<file path="config.mk">
export PLATFORM = sky130hd
export DESIGN_NAME = tri_edge_walker
export DESIGN_NICKNAME = d
export VERILOG_FILES = /design/src/rtl/edge_walk_pkg.sv /design/src/rtl/edge_acc.sv /design/src/rtl/walk_ctrl.sv /design/src/rtl/span_fifo.sv /design/src/rtl/tri_edge_walker.sv
export SDC_FILE = /design/constraint.sdc
export NUM_CORES = 1
export LEC_CHECK = 0
export ABC_CLOCK_PERIOD_IN_PS = 5260
export BUFFER_PORTS_ARGS = -buffer_cell sky130_fd_sc_hd__clkbuf_2
export CAP_MARGIN = 10
export CORE_MARGIN = 5
export CORE_UTILIZATION = 45
export CTS_CLUSTER_SIZE = 14
export DETAILED_ROUTE_END_ITERATION = 10
export SKIP_CTS_REPAIR_TIMING = 1
export SLEW_MARGIN = 40
export SYNTH_ARGS = -nofsm -noshare
export SYNTH_HDL_FRONTEND = slang
export SYNTH_HIERARCHICAL = 1
export SYNTH_SLANG_ARGS = --single-unit
export TNS_END_PERCENT = 5
</file>
<file path="constraint.sdc">
create_clock -name clk -period 5.26 [get_ports clk]
set_input_delay 1.052 -clock clk [delete_from_list [all_inputs] [get_ports clk]]
set_output_delay 1.052 -clock clk [all_outputs]
set_load 0.005 [all_outputs]
</file>
<file path="src/rtl/edge_walk_pkg.sv">
package edge_walk_pkg;
    localparam int XI_W  = 12;              // integer pixel bits
    localparam int XS_W  = 4;               // subpixel bits of a start value
    localparam int XF_W  = 11;              // extra slope fraction bits
    localparam int XIN_W = XI_W + XS_W;     // start value width
    localparam int XFR_W = XS_W + XF_W;     // full fraction width
    localparam int XA_W  = XIN_W + XF_W;    // accumulator width
    localparam int Y_W   = 12;

    typedef logic [XA_W-1:0] xacc_t;

    typedef struct packed {
        logic [Y_W-1:0]  y;
        logic [XI_W-1:0] lx;
        logic [XI_W-1:0] rx;
        logic [XS_W-1:0] xerr;
        logic            empty;
    } span_t;

    // Round left up, right down, and measure the left rounding distance.
    function automatic span_t make_span(input logic [Y_W-1:0] y,
                                        input xacc_t al, input xacc_t ar);
        span_t            s;
        logic [XFR_W-1:0] fr;
        logic [XFR_W-1:0] gap;
        logic [XI_W:0]    lc;
        logic [XI_W:0]    rf;
        fr    = al[XFR_W-1:0];
        gap   = '0 - fr;
        lc    = {1'b0, al[XA_W-1:XFR_W]} + (XI_W+1)'(fr != '0);
        rf    = {1'b0, ar[XA_W-1:XFR_W]};
        s.y     = y;
        s.lx    = lc[XI_W-1:0];
        s.rx    = rf[XI_W-1:0];
        s.xerr  = gap[XFR_W-1 -: XS_W];
        s.empty = (lc > rf);
        return s;
    endfunction
endpackage

</file>
<file path="src/rtl/edge_acc.sv">
module edge_acc
    import edge_walk_pkg::*;
(
    input  logic  clk,
    input  logic  rst,
    input  logic  load,
    input  xacc_t load_x,
    input  xacc_t load_d,
    input  logic  step,
    input  logic  swap,
    input  xacc_t swap_x,
    input  xacc_t swap_d,
    output xacc_t acc
);
    xacc_t slope;

    always_ff @(posedge clk) begin
        if (rst) begin
            acc   <= '0;
            slope <= '0;
        end else if (load) begin
            acc   <= load_x;
            slope <= load_d;
        end else if (step) begin
            if (swap) begin
                acc   <= swap_x;
                slope <= swap_d;
            end else begin
                acc   <= acc + slope;
            end
        end
    end
endmodule

</file>
<file path="src/rtl/walk_ctrl.sv">
module walk_ctrl
    import edge_walk_pkg::*;
(
    input  logic           clk,
    input  logic           rst,
    input  logic           start,
    input  logic [Y_W-1:0] y_top,
    input  logic [Y_W-1:0] y_mid,
    input  logic [Y_W-1:0] y_bot,
    input  logic           push_ok,
    output logic           busy,
    output logic           load,
    output logic           step,
    output logic           swap,
    output logic           push,
    output logic [Y_W-1:0] y
);
    typedef enum logic {ST_IDLE, ST_WALK} st_t;

    st_t            st;
    logic [Y_W-1:0] mid_r;
    logic [Y_W-1:0] bot_r;
    logic [Y_W-1:0] y_next;
    logic           last;

    assign busy   = (st == ST_WALK);
    assign load   = start && (st == ST_IDLE);
    assign push   = busy && push_ok;
    assign last   = (y == bot_r);
    assign step   = push && !last;
    assign y_next = y + 1'b1;
    assign swap   = (y_next == mid_r);

    always_ff @(posedge clk) begin
        if (rst) begin
            st    <= ST_IDLE;
            y     <= '0;
            mid_r <= '0;
            bot_r <= '0;
        end else if (load) begin
            st    <= ST_WALK;
            y     <= y_top;
            mid_r <= y_mid;
            bot_r <= y_bot;
        end else if (push) begin
            if (last) st <= ST_IDLE;
            else      y  <= y_next;
        end
    end
endmodule

</file>
<file path="src/rtl/span_fifo.sv">
module span_fifo
    import edge_walk_pkg::*;
#(
    parameter  int DEPTH = 2,
    localparam int PW    = (DEPTH > 1) ? $clog2(DEPTH) : 1,
    localparam int CW    = $clog2(DEPTH + 1)
) (
    input  logic  clk,
    input  logic  rst,
    input  logic  push,
    input  span_t din,
    output logic  full,
    input  logic  pop,
    output span_t dout,
    output logic  nonempty
);
    span_t           mem [DEPTH];
    logic [PW-1:0]   wp;
    logic [PW-1:0]   rp;
    logic [CW-1:0]   cnt;
    logic            do_push;
    logic            do_pop;

    assign full     = (cnt == CW'(DEPTH));
    assign nonempty = (cnt != '0);
    assign dout     = mem[rp];
    assign do_push  = push && !full;
    assign do_pop   = pop && nonempty;

    always_ff @(posedge clk) begin
        if (do_push) mem[wp] <= din;
    end

    always_ff @(posedge clk) begin
        if (rst) begin
            wp  <= '0;
            rp  <= '0;
            cnt <= '0;
        end else begin
            if (do_push) wp <= (wp == PW'(DEPTH-1)) ? '0 : wp + 1'b1;
            if (do_pop)  rp <= (rp == PW'(DEPTH-1)) ? '0 : rp + 1'b1;
            case ({do_push, do_pop})
                2'b10:   cnt <= cnt + 1'b1;
                2'b01:   cnt <= cnt - 1'b1;
                default: cnt <= cnt;
            endcase
        end
    end
endmodule

</file>
<file path="src/rtl/tri_edge_walker.sv">
module tri_edge_walker
    import edge_walk_pkg::*;
#(
    parameter  int NWORK  = 4,
    parameter  int FIFO_D = 2,
    localparam int WSEL_W = $clog2(NWORK)
) (
    input  logic             clk,
    input  logic             rst,
    input  logic             start,
    input  logic             right_face,
    input  logic [XIN_W-1:0] x_long,
    input  logic [XA_W-1:0]  dx_long,
    input  logic [XIN_W-1:0] x_short,
    input  logic [XA_W-1:0]  dx_short,
    input  logic [XIN_W-1:0] x_third,
    input  logic [XA_W-1:0]  dx_third,
    input  logic [Y_W-1:0]   y_top,
    input  logic [Y_W-1:0]   y_mid,
    input  logic [Y_W-1:0]   y_bot,
    output logic             busy,
    output logic [NWORK-1:0] ln_valid,
    input  logic [NWORK-1:0] ln_ready,
    output logic [Y_W-1:0]   ln_y,
    output logic [XI_W-1:0]  ln_lx,
    output logic [XI_W-1:0]  ln_rx,
    output logic [XS_W-1:0]  ln_xerr,
    output logic             ln_empty
);
    logic           load, step, swap, push, full, pop, nonempty;
    logic [Y_W-1:0] y;
    logic           face_r;
    xacc_t          third_x_r, third_d_r;
    xacc_t          a_long, a_short;
    xacc_t          short_x0, short_d0;
    span_t          span_in, head;
    logic           vtx_at_top;

    walk_ctrl u_ctrl (
        .clk, .rst, .start, .y_top, .y_mid, .y_bot,
        .push_ok(!full), .busy, .load, .step, .swap, .push, .y
    );

    // Holding registers for the edge that takes over at the middle vertex.
    always_ff @(posedge clk) begin
        if (rst) begin
            face_r    <= 1'b0;
            third_x_r <= '0;
            third_d_r <= '0;
        end else if (load) begin
            face_r    <= right_face;
            third_x_r <= {x_third, {XF_W{1'b0}}};
            third_d_r <= dx_third;
        end
    end

    assign vtx_at_top = (y_top == y_mid);
    assign short_x0   = vtx_at_top ? {x_third, {XF_W{1'b0}}} : {x_short, {XF_W{1'b0}}};
    assign short_d0   = vtx_at_top ? dx_third : dx_short;

    edge_acc u_long (
        .clk, .rst, .load, .load_x({x_long, {XF_W{1'b0}}}), .load_d(dx_long),
        .step, .swap(1'b0), .swap_x('0), .swap_d('0), .acc(a_long)
    );

    edge_acc u_short (
        .clk, .rst, .load, .load_x(short_x0), .load_d(short_d0),
        .step, .swap, .swap_x(third_x_r), .swap_d(third_d_r), .acc(a_short)
    );

    assign span_in = face_r ? make_span(y, a_long, a_short)
                            : make_span(y, a_short, a_long);

    span_fifo #(.DEPTH(FIFO_D)) u_fifo (
        .clk, .rst, .push, .din(span_in), .full, .pop, .dout(head), .nonempty
    );

    // Worker steering by the low Y bits of the queue head.
    for (genvar k = 0; k < NWORK; k++) begin : g_steer
        assign ln_valid[k] = nonempty && (head.y[WSEL_W-1:0] == WSEL_W'(k));
    end

    assign pop      = nonempty && ln_ready[head.y[WSEL_W-1:0]];
    assign ln_y     = head.y;
    assign ln_lx    = head.lx;
    assign ln_rx    = head.rx;
    assign ln_xerr  = head.xerr;
    assign ln_empty = head.empty;
endmodule

</file>
==> impl.org <==
** STA
- Final hold viol count :: 0
- The clock arrives with 0.01530 ns of skew.
- The routed design could run at a clock period as short as 3.810 ns.
- Worst Max-Slew Pin Slew :: roughly 0.8 ns
- Setup TNS :: 0 ns
- Setup violations remaining at the end of the flow were counted as 0.
- Based on the critical path, the design can be clocked at up to about 260 MHz.
- In the finished design, the share of the clock period the worst path needs comes to 0.7243.
- Number of pins exceeding their max-slew limit in the final report :: 0
- RSZ-0062 raised after global routing :: false
- In this run the tightest slew margin relative to its limit is 0.4778.

** Logic synthesis
- Cell area after synthesis :: 0.01738 mm²
- For this run, the leading register cell type out of synthesis is dfxtp_1.
- The synthesized design contains about 280 register bits.
- Post-synth cell types :: 83
- Yosys top cell by area :: dfxtp_1
- By count the netlist is led by nor2_1, dfxtp_1, a21oi_1.
- nor2_1 is the most common cell in the netlist.
- The cell count after synthesis came out at 1910.
- Async S/R FF share, synth :: 0
- The average instance in the mapped netlist occupies approximately 9 µm².
- By area the synthesized netlist is led by dfxtp_1, edfxtp_1, mux2i_1.
- The share of the Yosys chip area taken by registers is 0.3652.
- Yosys mapped a number of flops with a built-in enable equal to 82.
- Of the post-synthesis cell area, the dominant cell type holds 0.2235.
- Synthesis Warnings :: 6

** Cells and area
- In the final layout, the share of cells above drive strength 1 is 0.1869.
- The net count of the finished layout is 2403.
- Compared with the post-synthesis result, the final layout area differs by 15.60%.
- Number of standard cells in the final layout excluding fillers :: 2685
- The repair_antennas step left the layout with diodes totalling 0.

** Min path
- Hold WC Path Type :: flop to flop

** Routing
- After detailed routing, the number of remaining DRC violations is 0.
- In the routed layout, each cell is associated on average with a via count of 5.492.
- Overall routed net length :: ~49000 µm
- The first routing iteration left 1067 violations.
- Routed WL per cell :: 18.15 µm
- Number of antenna-violating nets in the routed design :: 0
- For this block, the via count after detailed routing is between 10000 and 15000.
- For this run, the detailed router's first-pass iteration total came to 7.

** Place
- The count of buffers added on input and output ports is 218.
- Number of instances in the placed design :: 2629
- GPL Wtd Cong :: 0.9206
- Detailed placement finished with a half-perimeter wire length of 35870 µm.

** Global routing
- In the global route stage, met1 resource usage came out at 0.3327.
- For met2 alone, demand over resource in global routing was 0.3409.
- Pin count of the biggest net entering global routing :: 73
- Aggregate global-route resource usage :: 0.2216
- The first global-routing pass estimated 76040 µm of wire.
- Global route overflow :: 0
- Global routing's busiest layer :: met2
- For met3 alone, demand over resource in global routing was 0.02871.
- The number of antenna violations at the first check in global routing came to 0.
- The number of global-route vias before repair came to roughly 14000.

** Clock network
- Clock tree from TritonCTS :: yes
- CTS built an H-tree with a depth of 1.
- CTS root buf :: clkbuf_16
- TritonCTS created 31 clock buffers.
- The clock net in this run drives a total of 276 sinks.
- Insertion delay to the later sink of the worst-skew pair :: 0.59 ns
- Clock-pin slew reported for the worst setup and hold paths after clock tree synthesis :: approximately 0.060 ns
- Maximum buffer depth of the clock tree :: 3

** Worst setup path
- STA puts the critical path data arrival time at between 4 and 5 ns.
- Along the worst path, the maximum fanout reaches 4.
- Startpoint kind of the worst setup timing path :: flop
- Kind of critical path :: flop to flop
- For flop-to-flop paths, the worst setup slack is ~1.5 ns.
- Data required time at the worst endpoint :: 5.58 ns
- Crit. End Element :: flop

** Pwr
- The share of total power dissipated in combinational logic is 0.238.
- In this run the power spent charging and discharging nets is 0.001990 W.
- The share of total power dissipated in the clock network is 0.349.
- Internal power comes to 0.004333 W.
- Of the total power, registers draw 0.413.
- The analysis attributes to cell leakage a power of around 8.3 nW.
- After layout, the design draws a total of 0.006323 W.
- VDD sags by at most 0.2598 mV.
- Pwr per Cell Area :: 314.8 mW/mm²
- Of the total power, the share spent switching nets is 0.3147.

** Outcome
- The flow ran to the end, and the final reports show no timing, DRC or antenna violations.

** Floorplan
- The die covers 0.04264 mm².
- Ports :: ~220
- The initial utilization of the core area, before any placement, comes to 0.4517.
- Measured along the x axis, the die boundary spans 206.5 µm.
- The die is 206.5 µm tall.
- The floorplan has 72 rows.
- The core region is 0.03847 mm².

** Run
- Max-cap violations in this run came to 0.
area by class of cell:
cell class | instances | area [µm²]
tap | 518 | 648.1
fill | 3594 | 18380
clock buffer | 43 | 884.6
sequential | 276 | 6354
timing repair buffer | 233 | 1214
multi-input combinational | 1543 | 10610
inverter | 59 | 229.0
clock inverter | 13 | 150.1
placed cells by master, fill, tap and decap left out, types with 57 or more instances in the layout:
cell	Yosys	routed
xor2_1	68	68
dfxtp_1	194	192
a211oi_1	75	75
conb_1	1	88
edfxtp_1	82	82
nand2_1	142	142
nand3_1	70	70
o21ai_0	59	59
ha_1	84	84
a21oi_1	152	152
inv_1	57	57
clkbuf_2	4	219
nor2_1	208	208
mux2i_1	109	109
worst max-delay path, stage by stage (launching register included):
cell and delay (ns):
dfxtp_1 0.33, nor4_1 0.45, nand3_1 0.28, nor2_1 0.23, nand2_1 0.08, ha_1 0.23, and3_1 0.19, nand3_1 0.15
nor2_1 0.09, xnor2_1 0.26, ha_1 0.31, and3_1 0.17, a221o_1 0.34, o31ai_1 0.30, a2bb2oi_1 0.13
metal layers:
layer | vias to the layer above | wire length, µm | share of wire
li1 | 7375 | - | -
met4 | 0 | 858 | 0.018
met3 | 49 | 3024 | 0.062
met1 | 6875 | 23390 | 0.48
met2 | 447 | 21470 | 0.44
met5 | - | 0 | 0
flip-flops by register name, indices dropped and copies added, names as in the netlist, named ones only:
name / flops
face_r: 1
third_d_r: 27
third_x_r: 16
u_ctrl/bot_r: 12
u_ctrl/busy: 1
u_ctrl/mid_r: 12
u_ctrl/y: 12
u_fifo/cnt: 2
u_fifo/mem: 82
u_fifo/rp: 1
u_fifo/wp: 1
u_long/acc: 27
u_long/slope: 27
u_short/acc: 27
u_short/slope: 27
through the flow:
| step | setup slack [ns] | utilization | hold WS [ns] | instance area [µm²] |
|---|---|---|---|---|
| after detailed placement | 1.462 | 0.4953 | 0.4596 | 19050 |
| after CTS | 1.436 | 0.5222 | 0.4686 | 20090 |
| final | 1.450 | 0.5222 | 0.4669 | 20090 |
| after floorplan | 2.128 | - | 0.4268 | 17700 |
| after global placement | 1.469 | 0.4949 | 0.4557 | 19040 |
| after global routing | 1.125 | 0.5222 | 0.4901 | 20090 |
logic make-up after synthesis:
| group | synth area share |
|---|---|
| fa+ha+maj | 0.06279 |
| compound gates | 0.1726 |
| mux | 0.1349 |
| buf+inv | 0.04443 |
| flops | 0.3652 |
| simple gates | 0.1630 |
| other cells | 0.0002158 |
| xor+xnor | 0.05681 |
power groups by stage:
stage | sequential, W | combinational (W) | clock, W
finish | 0.00261 | 0.00151 | 0.00220
global route | 0.00264 | 0.00168 | 0.00235
CTS | 0.00261 | 0.00150 | 0.00227
detailed placement | 0.00266 | 0.00149 | 0
global placement | 0.00265 | 0.00147 | 0
floorplan | 0.00255 | 0.00112 | 0
final timing paths:
path / end / cells after the start / from
setup / recovery: u_fifo/mem[0][0] / 14 / u_short/acc[7]
hold / removal: u_ctrl/mid_r[5] / 2 / u_ctrl/mid_r[5]
setup reg to reg: u_fifo/mem[0][0] / 14 / u_short/acc[7]
hold reg to reg: u_ctrl/mid_r[5] / 2 / u_ctrl/mid_r[5]
Power figures use the tool's default switching activity.
